==> config.mk <==
export PLATFORM = sky130hd
export DESIGN_NAME = bank_mapper
export DESIGN_NICKNAME = d
export VERILOG_FILES = /design/src/rtl/bank_mapper_pkg.sv /design/src/rtl/bank_mapper_decode.sv /design/src/rtl/bank_mapper_regs.sv /design/src/rtl/bank_mapper_xlate.sv /design/src/rtl/bank_mapper.sv
export SDC_FILE = /design/constraint.sdc
export NUM_CORES = 1
export LEC_CHECK = 0
export BUFFER_PORTS_ARGS = -buffer_cell sky130_fd_sc_hd__buf_2
export CELL_PAD_IN_SITES_DETAIL_PLACEMENT = 0
export CELL_PAD_IN_SITES_GLOBAL_PLACEMENT = 1
export CORE_AREA = 2 2 59 61
export CTS_CLUSTER_DIAMETER = 80
export DETAILED_ROUTE_END_ITERATION = 8
export DIE_AREA = 0 0 61 63
export PLACE_DENSITY_LB_ADDON = 0.2
export SETUP_SLACK_MARGIN = 0.2
export SLEW_MARGIN = 0
export SYNTH_ARGS = -nofsm -noshare
export SYNTH_HDL_FRONTEND = slang
export SYNTH_HIERARCHICAL = 1
export SYNTH_SLANG_ARGS = --single-unit
export TNS_END_PERCENT = 50
==> constraint.sdc <==
create_clock -name clk -period 1.25 [get_ports clk]
set_clock_uncertainty 0.05 [all_clocks]
set_input_delay 0.1875 -clock clk [delete_from_list [all_inputs] [get_ports clk]]
set_output_delay 0.1875 -clock clk [all_outputs]
set_load 0.03 [all_outputs]
==> src/rtl/bank_mapper_pkg.sv <==
package bank_mapper_pkg;

  localparam int BANK_LO_W   = 5;
  localparam int BANK_HI_W   = 2;
  localparam int BANK_W      = BANK_LO_W + BANK_HI_W;
  localparam int ROM_OFS_W   = 14;
  localparam int RAM_OFS_W   = 13;
  localparam int NUM_REGIONS = 4;

  localparam logic [7:0] RAM_ON_KEY  = 8'h0A;
  localparam logic [7:0] RAM_OFF_KEY = 8'h00;

  localparam logic [2:0] RAM_WINDOW = 3'b101;

  typedef enum logic [1:0] {
    RGN_RAM_GATE = 2'd0,
    RGN_BANK_LO  = 2'd1,
    RGN_SHARED   = 2'd2,
    RGN_MODE     = 2'd3
  } region_e;

endpackage

==> src/rtl/bank_mapper_decode.sv <==
module bank_mapper_decode
  import bank_mapper_pkg::*;
(
  input  logic [2:0]             addr_top,
  input  logic                   cpu_we,
  output logic [NUM_REGIONS-1:0] rgn_wr
);

  generate
    for (genvar g = 0; g < NUM_REGIONS; g++) begin : g_rgn
      assign rgn_wr[g] = cpu_we && !addr_top[2] && (addr_top[1:0] == 2'(g));
    end
  endgenerate

endmodule

==> src/rtl/bank_mapper_regs.sv <==
module bank_mapper_regs
  import bank_mapper_pkg::*;
(
  input  logic                   clk,
  input  logic                   rst_n,
  input  logic [NUM_REGIONS-1:0] rgn_wr,
  input  logic [7:0]             wdata,
  output logic                   ram_en,
  output logic                   mode,
  output logic [BANK_LO_W-1:0]   bank_lo,
  output logic [BANK_HI_W-1:0]   bank_hi,
  output logic [BANK_HI_W-1:0]   ram_bank
);

  logic [BANK_LO_W-1:0] lo_next;
  assign lo_next = (wdata[BANK_LO_W-1:0] == '0) ? BANK_LO_W'(1) : wdata[BANK_LO_W-1:0];

  // RAM gate register
  always_ff @(posedge clk or negedge rst_n) begin
    if (!rst_n)
      ram_en <= 1'b0;
    else if (rgn_wr[RGN_RAM_GATE]) begin
      if (wdata == RAM_ON_KEY)
        ram_en <= 1'b1;
      else if (wdata == RAM_OFF_KEY)
        ram_en <= 1'b0;
    end
  end

  // low bank bits, zero mapped to one
  always_ff @(posedge clk or negedge rst_n) begin
    if (!rst_n)
      bank_lo <= BANK_LO_W'(1);
    else if (rgn_wr[RGN_BANK_LO])
      bank_lo <= lo_next;
  end

  // mode bit and the two users of the shared field
  always_ff @(posedge clk or negedge rst_n) begin
    if (!rst_n) begin
      mode     <= 1'b0;
      bank_hi  <= '0;
      ram_bank <= '0;
    end else if (rgn_wr[RGN_MODE]) begin
      mode <= wdata[0];
      if (wdata[0])
        bank_hi <= '0;
      else
        ram_bank <= '0;
    end else if (rgn_wr[RGN_SHARED]) begin
      if (mode)
        ram_bank <= wdata[BANK_HI_W-1:0];
      else
        bank_hi <= wdata[BANK_HI_W-1:0];
    end
  end

endmodule

==> src/rtl/bank_mapper_xlate.sv <==
module bank_mapper_xlate
  import bank_mapper_pkg::*;
#(
  parameter int ROM_BANKS = 64,
  localparam int ROM_BW = (ROM_BANKS > 1) ? $clog2(ROM_BANKS) : 1
) (
  input  logic [15:0]                 cpu_addr,
  input  logic [BANK_LO_W-1:0]        bank_lo,
  input  logic [BANK_HI_W-1:0]        bank_hi,
  input  logic [BANK_HI_W-1:0]        ram_bank,
  input  logic                        ram_en,
  output logic [ROM_BW+ROM_OFS_W-1:0] rom_addr,
  output logic [BANK_HI_W+RAM_OFS_W-1:0] ram_addr,
  output logic                        ram_cs
);

  localparam logic [BANK_W-1:0] ROM_MASK = BANK_W'(ROM_BANKS - 1);

  logic [BANK_W-1:0] bank_full;
  logic [ROM_BW-1:0] rom_bank;

  always_comb begin
    bank_full = {bank_hi, bank_lo} & ROM_MASK;
    rom_bank  = ROM_BW'(bank_full);
    if (cpu_addr[14])
      rom_addr = {rom_bank, cpu_addr[ROM_OFS_W-1:0]};
    else
      rom_addr = {ROM_BW'(0), cpu_addr[ROM_OFS_W-1:0]};
  end

  assign ram_addr = {ram_bank, cpu_addr[RAM_OFS_W-1:0]};
  assign ram_cs   = ram_en && (cpu_addr[15:13] == RAM_WINDOW);

endmodule

==> src/rtl/bank_mapper.sv <==
module bank_mapper
  import bank_mapper_pkg::*;
#(
  parameter int ROM_BANKS = 64,
  localparam int ROM_BW = (ROM_BANKS > 1) ? $clog2(ROM_BANKS) : 1
) (
  input  logic                           clk,
  input  logic                           rst_n,
  input  logic [15:0]                    cpu_addr,
  input  logic [7:0]                     cpu_wdata,
  input  logic                           cpu_we,
  output logic [ROM_BW+ROM_OFS_W-1:0]    rom_addr,
  output logic [BANK_HI_W+RAM_OFS_W-1:0] ram_addr,
  output logic                           ram_cs
);

  logic [NUM_REGIONS-1:0] rgn_wr;
  logic                   ram_en;
  logic                   mode;
  logic [BANK_LO_W-1:0]   bank_lo;
  logic [BANK_HI_W-1:0]   bank_hi;
  logic [BANK_HI_W-1:0]   ram_bank;

  bank_mapper_decode u_decode (
    .addr_top (cpu_addr[15:13]),
    .cpu_we   (cpu_we),
    .rgn_wr   (rgn_wr)
  );

  bank_mapper_regs u_regs (
    .clk      (clk),
    .rst_n    (rst_n),
    .rgn_wr   (rgn_wr),
    .wdata    (cpu_wdata),
    .ram_en   (ram_en),
    .mode     (mode),
    .bank_lo  (bank_lo),
    .bank_hi  (bank_hi),
    .ram_bank (ram_bank)
  );

  bank_mapper_xlate #(.ROM_BANKS(ROM_BANKS)) u_xlate (
    .cpu_addr (cpu_addr),
    .bank_lo  (bank_lo),
    .bank_hi  (bank_hi),
    .ram_bank (ram_bank),
    .ram_en   (ram_en),
    .rom_addr (rom_addr),
    .ram_addr (ram_addr),
    .ram_cs   (ram_cs)
  );

endmodule

=== Word level (Yosys, flattened, before mapping) ===
Index checks and enable logic that the tools add are counted.
Widths: inputs -> output; s select.

* Reduce and logical (&&, ||, !) cells: 16
* Eq/ne operators: 8
* Mux-type cells: 12

{| class="wikitable"
|+ Operators with widths
! kind !! count
|-
| $mux 20 || 1
|-
| $eq 8x4->1 const B || 1
|-
| $logic_not 8->1 || 1
|-
| $mux 2 || 4
|-
| $logic_and 1x1->1 || 6
|-
| $mux 1 || 6
|-
| $ne 2x2->1 const B || 3
|-
| $reduce_and 3->1 || 2
|-
| $reduce_bool 2->1 || 3
|-
| $logic_not 5->1 || 1
|-
| $mux 5 || 1
|-
| $eq 2x2->1 const B || 2
|-
| $eq 3x3->1 const B || 1
|-
| $eq 2x1->1 const B || 1
|-
| $logic_not 2->1 || 1
|-
| $reduce_and 2->1 || 1
|-
| $logic_not 1->1 || 1
|}

* Input bits: 27
* Flip-flop bits (word level): 10
* Word-level logic and storage cells: 41

=== Logic depth before layout (Yosys ltp) ===
Gate-level depths: netlist (run 1).

* Depth in word-level cells: 5
* Mapped depth: 4

=== Modules after synthesis ===
Netlist (run 1), hierarchy kept.

{| class="wikitable"
|+ By module, submodules not included
! module !! area an instance (um^2) !! instances !! cells an instance !! seq. area each (um^2)
|-
| bank_mapper_regs || 521.8 || 1 || 42 || 276.5
|-
| bank_mapper_xlate || 272.8 || 1 || 36 || 0.0
|-
| bank_mapper_decode || 50.0 || 1 || 4 || 0.0
|}

=== Least setup slack after synthesis (run 1) ===
Ideal clock, no wire load.

* Path kind: input -> register
* Start point: input cpu_addr[14]
* End point: register u_regs.bank_lo[1]
* Required time: 1,075 ps
* Path buffers: 0
* Arrival time: 890 ps
* Setup time: 125 ps
* Path slack: 185 ps
* Stages on the path: 2
* Cell sequence: and4bb_1 > mux2_2

* Word-level cells in the longest chain between the ends: 2

{| class="wikitable"
|+ RTL lines
! item !! RTL line !! RTL
|-
| from (decl) || bank_mapper.sv:9 || <nowiki>input logic [15:0] cpu_addr,</nowiki>
|-
| $eq 2x1->1 || bank_mapper_decode.sv:11 || <nowiki>assign rgn_wr[g] = cpu_we && !addr_top[2] && (addr_top[1:0] == 2'(g));</nowiki>
|-
| $logic_and 1x1->1 || bank_mapper_decode.sv:11 ||
|-
| to (signal assigned) || bank_mapper_regs.sv:35 || <nowiki>bank_lo <= lo_next;</nowiki>
|-
| to (decl) || bank_mapper_regs.sv:10 || <nowiki>output logic [BANK_LO_W-1:0] bank_lo,</nowiki>
|}

No other way between the ends.
A chain may end at the register's enable or synchronous reset.

=== Worst setup path after layout (run 1) ===
* Start point: register u_regs.bank_lo[0]
* End point: output rom_addr[14]

* Word-level cells in the longest chain between the ends: 1

{| class="wikitable"
|+ RTL lines
! item !! RTL line !! RTL
|-
| $mux 20 || bank_mapper_xlate.sv:25 || <nowiki>if (cpu_addr[14])</nowiki>
|-
| to (decl) || bank_mapper.sv:12 || <nowiki>output logic [ROM_BW+ROM_OFS_W-1:0] rom_addr,</nowiki>
|}

No other way between the ends.

==> results of run 1 <==
[layout make-up]
class	count	area, µm²	area share (%)
multi-input cells	37	321.6	36.20
flip-flops and latches	10	251.5	28.31
repair buffers	29	221.5	24.93
well taps	46	57.56	6.479
clock buffers	4	36.28	4.085
[sequential cells by signal, summed over array words and instances, names as in the netlist]
name,cells
u_regs/ram_en,1
u_regs/bank_hi,1
u_regs/ram_bank,2
u_regs/bank_lo,5
u_regs/mode,1
[worst max-delay path by stage]
| stage | cells past startpoint | slack (ns) | from | endpoint |
|---|---|---|---|---|
| after floorplan | 4 | 0.20 | cpu_addr[15] | u_regs/ram_en$_DFFE_PN0P_ |
| after global placement | 5 | -0.008 | cpu_addr[15] | u_regs/ram_en$_DFFE_PN0P_ |
| after detailed placement | 3 | -0.01 | cpu_addr[14] | u_regs/bank_lo[3]$_DFFE_PN0P_ |
| after CTS | 2 | -0.05 | u_regs/bank_lo[0]$_DFFE_PN1P_ | rom_addr[14] |
| after global routing | 2 | -0.09 | u_regs/bank_lo[0]$_DFFE_PN1P_ | rom_addr[14] |
| final | 2 | -0.04 | u_regs/bank_lo[0]$_DFFE_PN1P_ | rom_addr[14] |
[power groups by stage]
stage / sequential, mW / combinational, mW / clock (mW)
2_1_floorplan: 0.422 / 0.375 / 0
3_3_place_gp: 0.433 / 0.292 / 0
3_5_place_dp: 0.432 / 0.297 / 0
4_1_cts: 0.430 / 0.388 / 0.313
5_1_grt: 0.441 / 0.412 / 0.336
6_report: 0.430 / 0.385 / 0.296
[per-layer routing]
| metal | vias to the layer above | global-route usage [%] |
|---|---|---|
| li1 | 246 | - |
| met2 | 21 | 13.98 |
| met1 | 235 | 10.86 |
| met4 | 0 | 4.348 |
| met3 | 2 | 3.313 |
| met5 | - | 0 |
[metrics by stage]
step                      hold slack [ns]  std cells
after floorplan                   -0.1581         78
after CTS                          0.1537        126
after detailed placement          0.02339        119
after global routing               0.1650        126
after global placement            0.02308        119
final                              0.1681        126
[critical path, delay by kind of cell, from the launching register on]
kind	cells	cell delay, ns
flip-flops	1	0.54
AND/OR/NAND/NOR	1	0.13
buffers and inverters	1	0.12
[timing repair]
item	4_1_cts	5_1_grt
endpoints found under the setup margin	9	10
endpoints found under the hold margin	10	0
hold buffers	1	0
buffers inserted	2	0
pin swaps	7	2
resized for setup	24	1
==> run metrics, run 1 <==
vias in the first global route=531; CP Class=flop to output port; pwr dens=1251 mW/mm²; Syn Area/Cell=10.25 µm²; commonest non-fill, non-tap cell in the layout=buf_2; Reg-to-Reg End=u_regs/ram_bank[0]$_DFFE_PN0P_; share of layout cells above drive strength 1=60.00%; H-tree depth reported by CTS=1; post-route cell area=888.4 µm²; met3 wire length=172 µm; Chip Height=63 µm; Final Setup Violations=1; core area=0.003232 mm²; IO Port Bufs=23; Fin Setup TNS=-0.03689 ns; Required @ worst endpoint=1.01 ns; Iteration-0 DRC Markers=6; DIE WIDTH=61 µm; I/O Pins=63; CP Max Fanout=2; Met1 Routed Length=638 µm; hold path start=cpu_wdata[3]; Remaining DRCs=0; Switch Pwr=342.3 µW; synthesized cell area=799.5 µm²; crit path launch type=flop; CTS tree=built; Finished Core Util=27.49%; min cycle time layout=1.287 ns; Critical Path Max Stage Delay=0.54 ns; failing checks=negative setup slack; area of the die=0.003843 mm²; Worst EP arrival=1.05 ns; worst hold path depth=2; Seq pwr share=38.7%; Slew Limit Fails=0; Initial Utilization=24.74%; measured slew at the worst slew-check pin=0.2326 ns; Hold Vio Cnt, Final=0; RSZ-0062 raised after global routing=yes; first-pass GRT wire length=2.580 mm; row count=21; Worst path slowest cell=dfstp_2; Area Overhead vs Synth=11.11%; total CTS buffers=3; initial antenna violation count=0; internal power=768.9 µW; Hold Path Class=primary input to flop; fmax=777.1 MHz; outcome=finished with violations; relative max-transition margin=84.35%; total power draw=1.111 mW; Sw Ratio=30.80%; CTS max path bufs=2; most frequent cells in the layout=buf_2, buf_6, dfrtp_1, buf_4, and2_4; post-synth net total=105; Final HPWL DP=1.219 mm; number of iterations in the first detailed-routing pass=2; Ys Warns=6; GP Congestion=0.6426; met2 WL=741 µm; Final WS setup=-0.03689 ns; max layer used=met4; flop-to-flop setup slack=0.28 ns; pre-CTS setup slack=-0.01500 ns; largest net degree at the start of global routing=11; DRT antenna net count=0; via count=504; CTS root buf=clkbuf_4; WL/cell=12.41 µm; DP Area=760.7 µm²; VDD IR max=0.4527 mV; worst path cell trace=and2_4 > buf_6; Clock Latency Late Sink=0.26 ns; vias per cell=4.000; overall routing resource usage=9.061%; Crit. End Element=output port; CTS clk-pin slew, worst paths=0.07 ns; Final #Nets=108; synthesized netlist cell count=78; WL final=1.564 mm; GRT overflow=0; clock group share of total power=26.7%; CTS sink count=10; leak pwr=0.3955 nW; Max-cap violations=0; # fillers=357; Combinational Power Share=34.6%; worst r2r src=u_regs/mode$_DFFE_PN0P_; Reg2Reg Depth=3; final cycle utilization of the critical path=103.0%; ANT cells=0; Hold Path Sink=u_regs/bank_lo[3]$_DFFE_PN0P_
No activity file was read; power rests on OpenSTA's default activity.
==> run 2: changes to the inputs <==
--- a/config.mk
+++ b/config.mk
@@ -6,7 +6,7 @@
 export NUM_CORES = 1
 export LEC_CHECK = 0
 export BUFFER_PORTS_ARGS = -buffer_cell sky130_fd_sc_hd__buf_2
-export CELL_PAD_IN_SITES_DETAIL_PLACEMENT = 0
+export CELL_PAD_IN_SITES_DETAIL_PLACEMENT = 1
 export CELL_PAD_IN_SITES_GLOBAL_PLACEMENT = 1
 export CORE_AREA = 2 2 59 61
 export CTS_CLUSTER_DIAMETER = 80
==> run 2 against run 1 <==
The flow still finishes with violations (negative setup slack). Utilization grew 0.46 points. Critical path depth unchanged. Sequential share of layout area fell by 0.47 points. Via count increased by 2.4%. Final area grew 1.7%. Sequential power is essentially flat. Critical endpoint unchanged.
==> run metrics, run 2 (synthesized netlist as in run 1, its figures left out) <==
largest net degree at the start of global routing=11; overall routing resource usage=9.481%; leak pwr=0.4020 nW; WL final=1.659 mm; core area=0.003232 mm²; Required @ worst endpoint=1.01 ns; M2 GR Usage=15.73%; Chip Height=63 µm; Final WS setup=-0.03956 ns; measured slew at the worst slew-check pin=0.2591 ns; Slew Limit Fails=0; vias in the first global route=612; CTS clk-pin slew, worst paths=0.07 ns; DP Area=760.7 µm²; GRT met1 Usage=10.90%; vias per cell=4.063; fmax=775.5 MHz; Final #Nets=109; area of the die=0.003843 mm²; Finished Core Util=27.95%; Hold Path Class=primary input to flop; Max-cap violations=0; CTS max path bufs=2; final cycle utilization of the critical path=103.2%; Regs by FF count=u_regs/bank_lo x5, u_regs/ram_bank x2; post-route cell area=903.4 µm²; Crit. End Element=output port; ANT cells=0; CTS sink count=10; IO Port Bufs=23; grt met3 use=3.934%; Clock Latency Late Sink=0.26 ns; Worst EP arrival=1.05 ns; Iteration-0 DRC Markers=5; number of flip-flops under the largest register name=5; busiest layer in global routing=met2; crit path launch type=flop; WL/cell=13.06 µm; H-tree depth reported by CTS=1; DIE WIDTH=61 µm; DRT antenna net count=0; hold_ws=0.1725 ns; Final Setup Violations=1; Area Overhead vs Synth=12.99%; commonest non-fill, non-tap cell in the layout=buf_2; initial antenna violation count=0; most frequent cells in the layout=buf_2, buf_6, dfrtp_1, and2_4, buf_4; pre-CTS setup slack=-0.02250 ns; GP Congestion=0.6426; row count=21; Final HPWL DP=1.280 mm; GRT overflow=0; pwr dens=1231 mW/mm²; register area=251.5 µm²; Hold Vio Cnt, Final=0; total CTS buffers=3; CP Max Fanout=2; Remaining DRCs=0; RSZ-0062 raised after global routing=yes; number of iterations in the first detailed-routing pass=3; CTS tree=built; failing checks=negative setup slack; share of layout cells above drive strength 1=62.96%; via count=516; CP Class=flop to output port; outcome=finished with violations; first-pass GRT wire length=2.711 mm; relative max-transition margin=82.66%; Initial Utilization=24.74%; most flop-heavy register=u_regs/bank_lo; min cycle time layout=1.290 ns; VDD IR max=0.4431 mV; Multi-input gate area=327.8 µm²; CTS root buf=clkbuf_4; # fillers=377; I/O Pins=63
-- run 2: cell types whose count changed in the layout (fill, tap and decap cells not counted), sizes merged --
cell / change
buf: +1
-- run 2: through the flow --
stage | total power [mW] | instances | TNS [ns]
finish | 1.112 | 127 | -0.03956
global route | 1.187 | 127 | -0.07727
CTS | 1.127 | 126 | -0.04772
detailed placement | 0.7324 | 119 | -0.02250
global placement | 0.7246 | 119 | -0.007682
floorplan | 0.7967 | 78 | 0
-- run 2: report_power, final --
group          internal, mW  switching (mW)
registers             0.392          0.0400
clock network         0.177           0.117
logic                 0.200           0.186
-- run 2: worst paths after layout --
check,cells past startpoint,endpoint,start,slack (ns)
worst min register to register,1,u_regs/bank_lo[4]$_DFFE_PN0P_,u_regs/bank_lo[4]$_DFFE_PN0P_,0.47
worst max-delay path,2,rom_addr[14],u_regs/bank_lo[0]$_DFFE_PN1P_,-0.04
max in group asynchronous,2,u_regs/bank_lo[0]$_DFFE_PN1P_,rst_n,0.62
worst max register to register,4,u_regs/ram_en$_DFFE_PN0P_,u_regs/ram_en$_DFFE_PN0P_,0.19
min in group asynchronous,2,u_regs/ram_bank[1]$_DFFE_PN0P_,rst_n,0.27
worst min-delay path,2,u_regs/bank_lo[3]$_DFFE_PN0P_,cpu_wdata[3],0.17
-- run 2: critical path: stages (launching register included) --
cell	delay [ns]
dfstp_2	0.54
and2_4	0.13
buf_6	0.12
-- run 2: layer usage --
layer / vias up / part of all wire [%]
met4: 0 / 0.84
met1: 244 / 41
met3: 2 / 11
met2: 21 / 47
met5: - / 0
li1: 249 / -
-- run 2: timing repair --
item                                   CTS  global route
setup endpoints to repair                9            11
setup buffers                            2             1
pin swaps                                7             0
endpoints found under the hold margin   10             0
hold buffers                             1             0
gates resized for setup                 24             3
-- run 2: final cells by class --
type | instances | share of cell area [%]
Clock buffer | 4 | 4.017
Multi-Input combinational cell | 37 | 36.29
Tap cell | 46 | 6.371
Timing Repair Buffer | 30 | 25.48
Sequential cell | 10 | 27.84
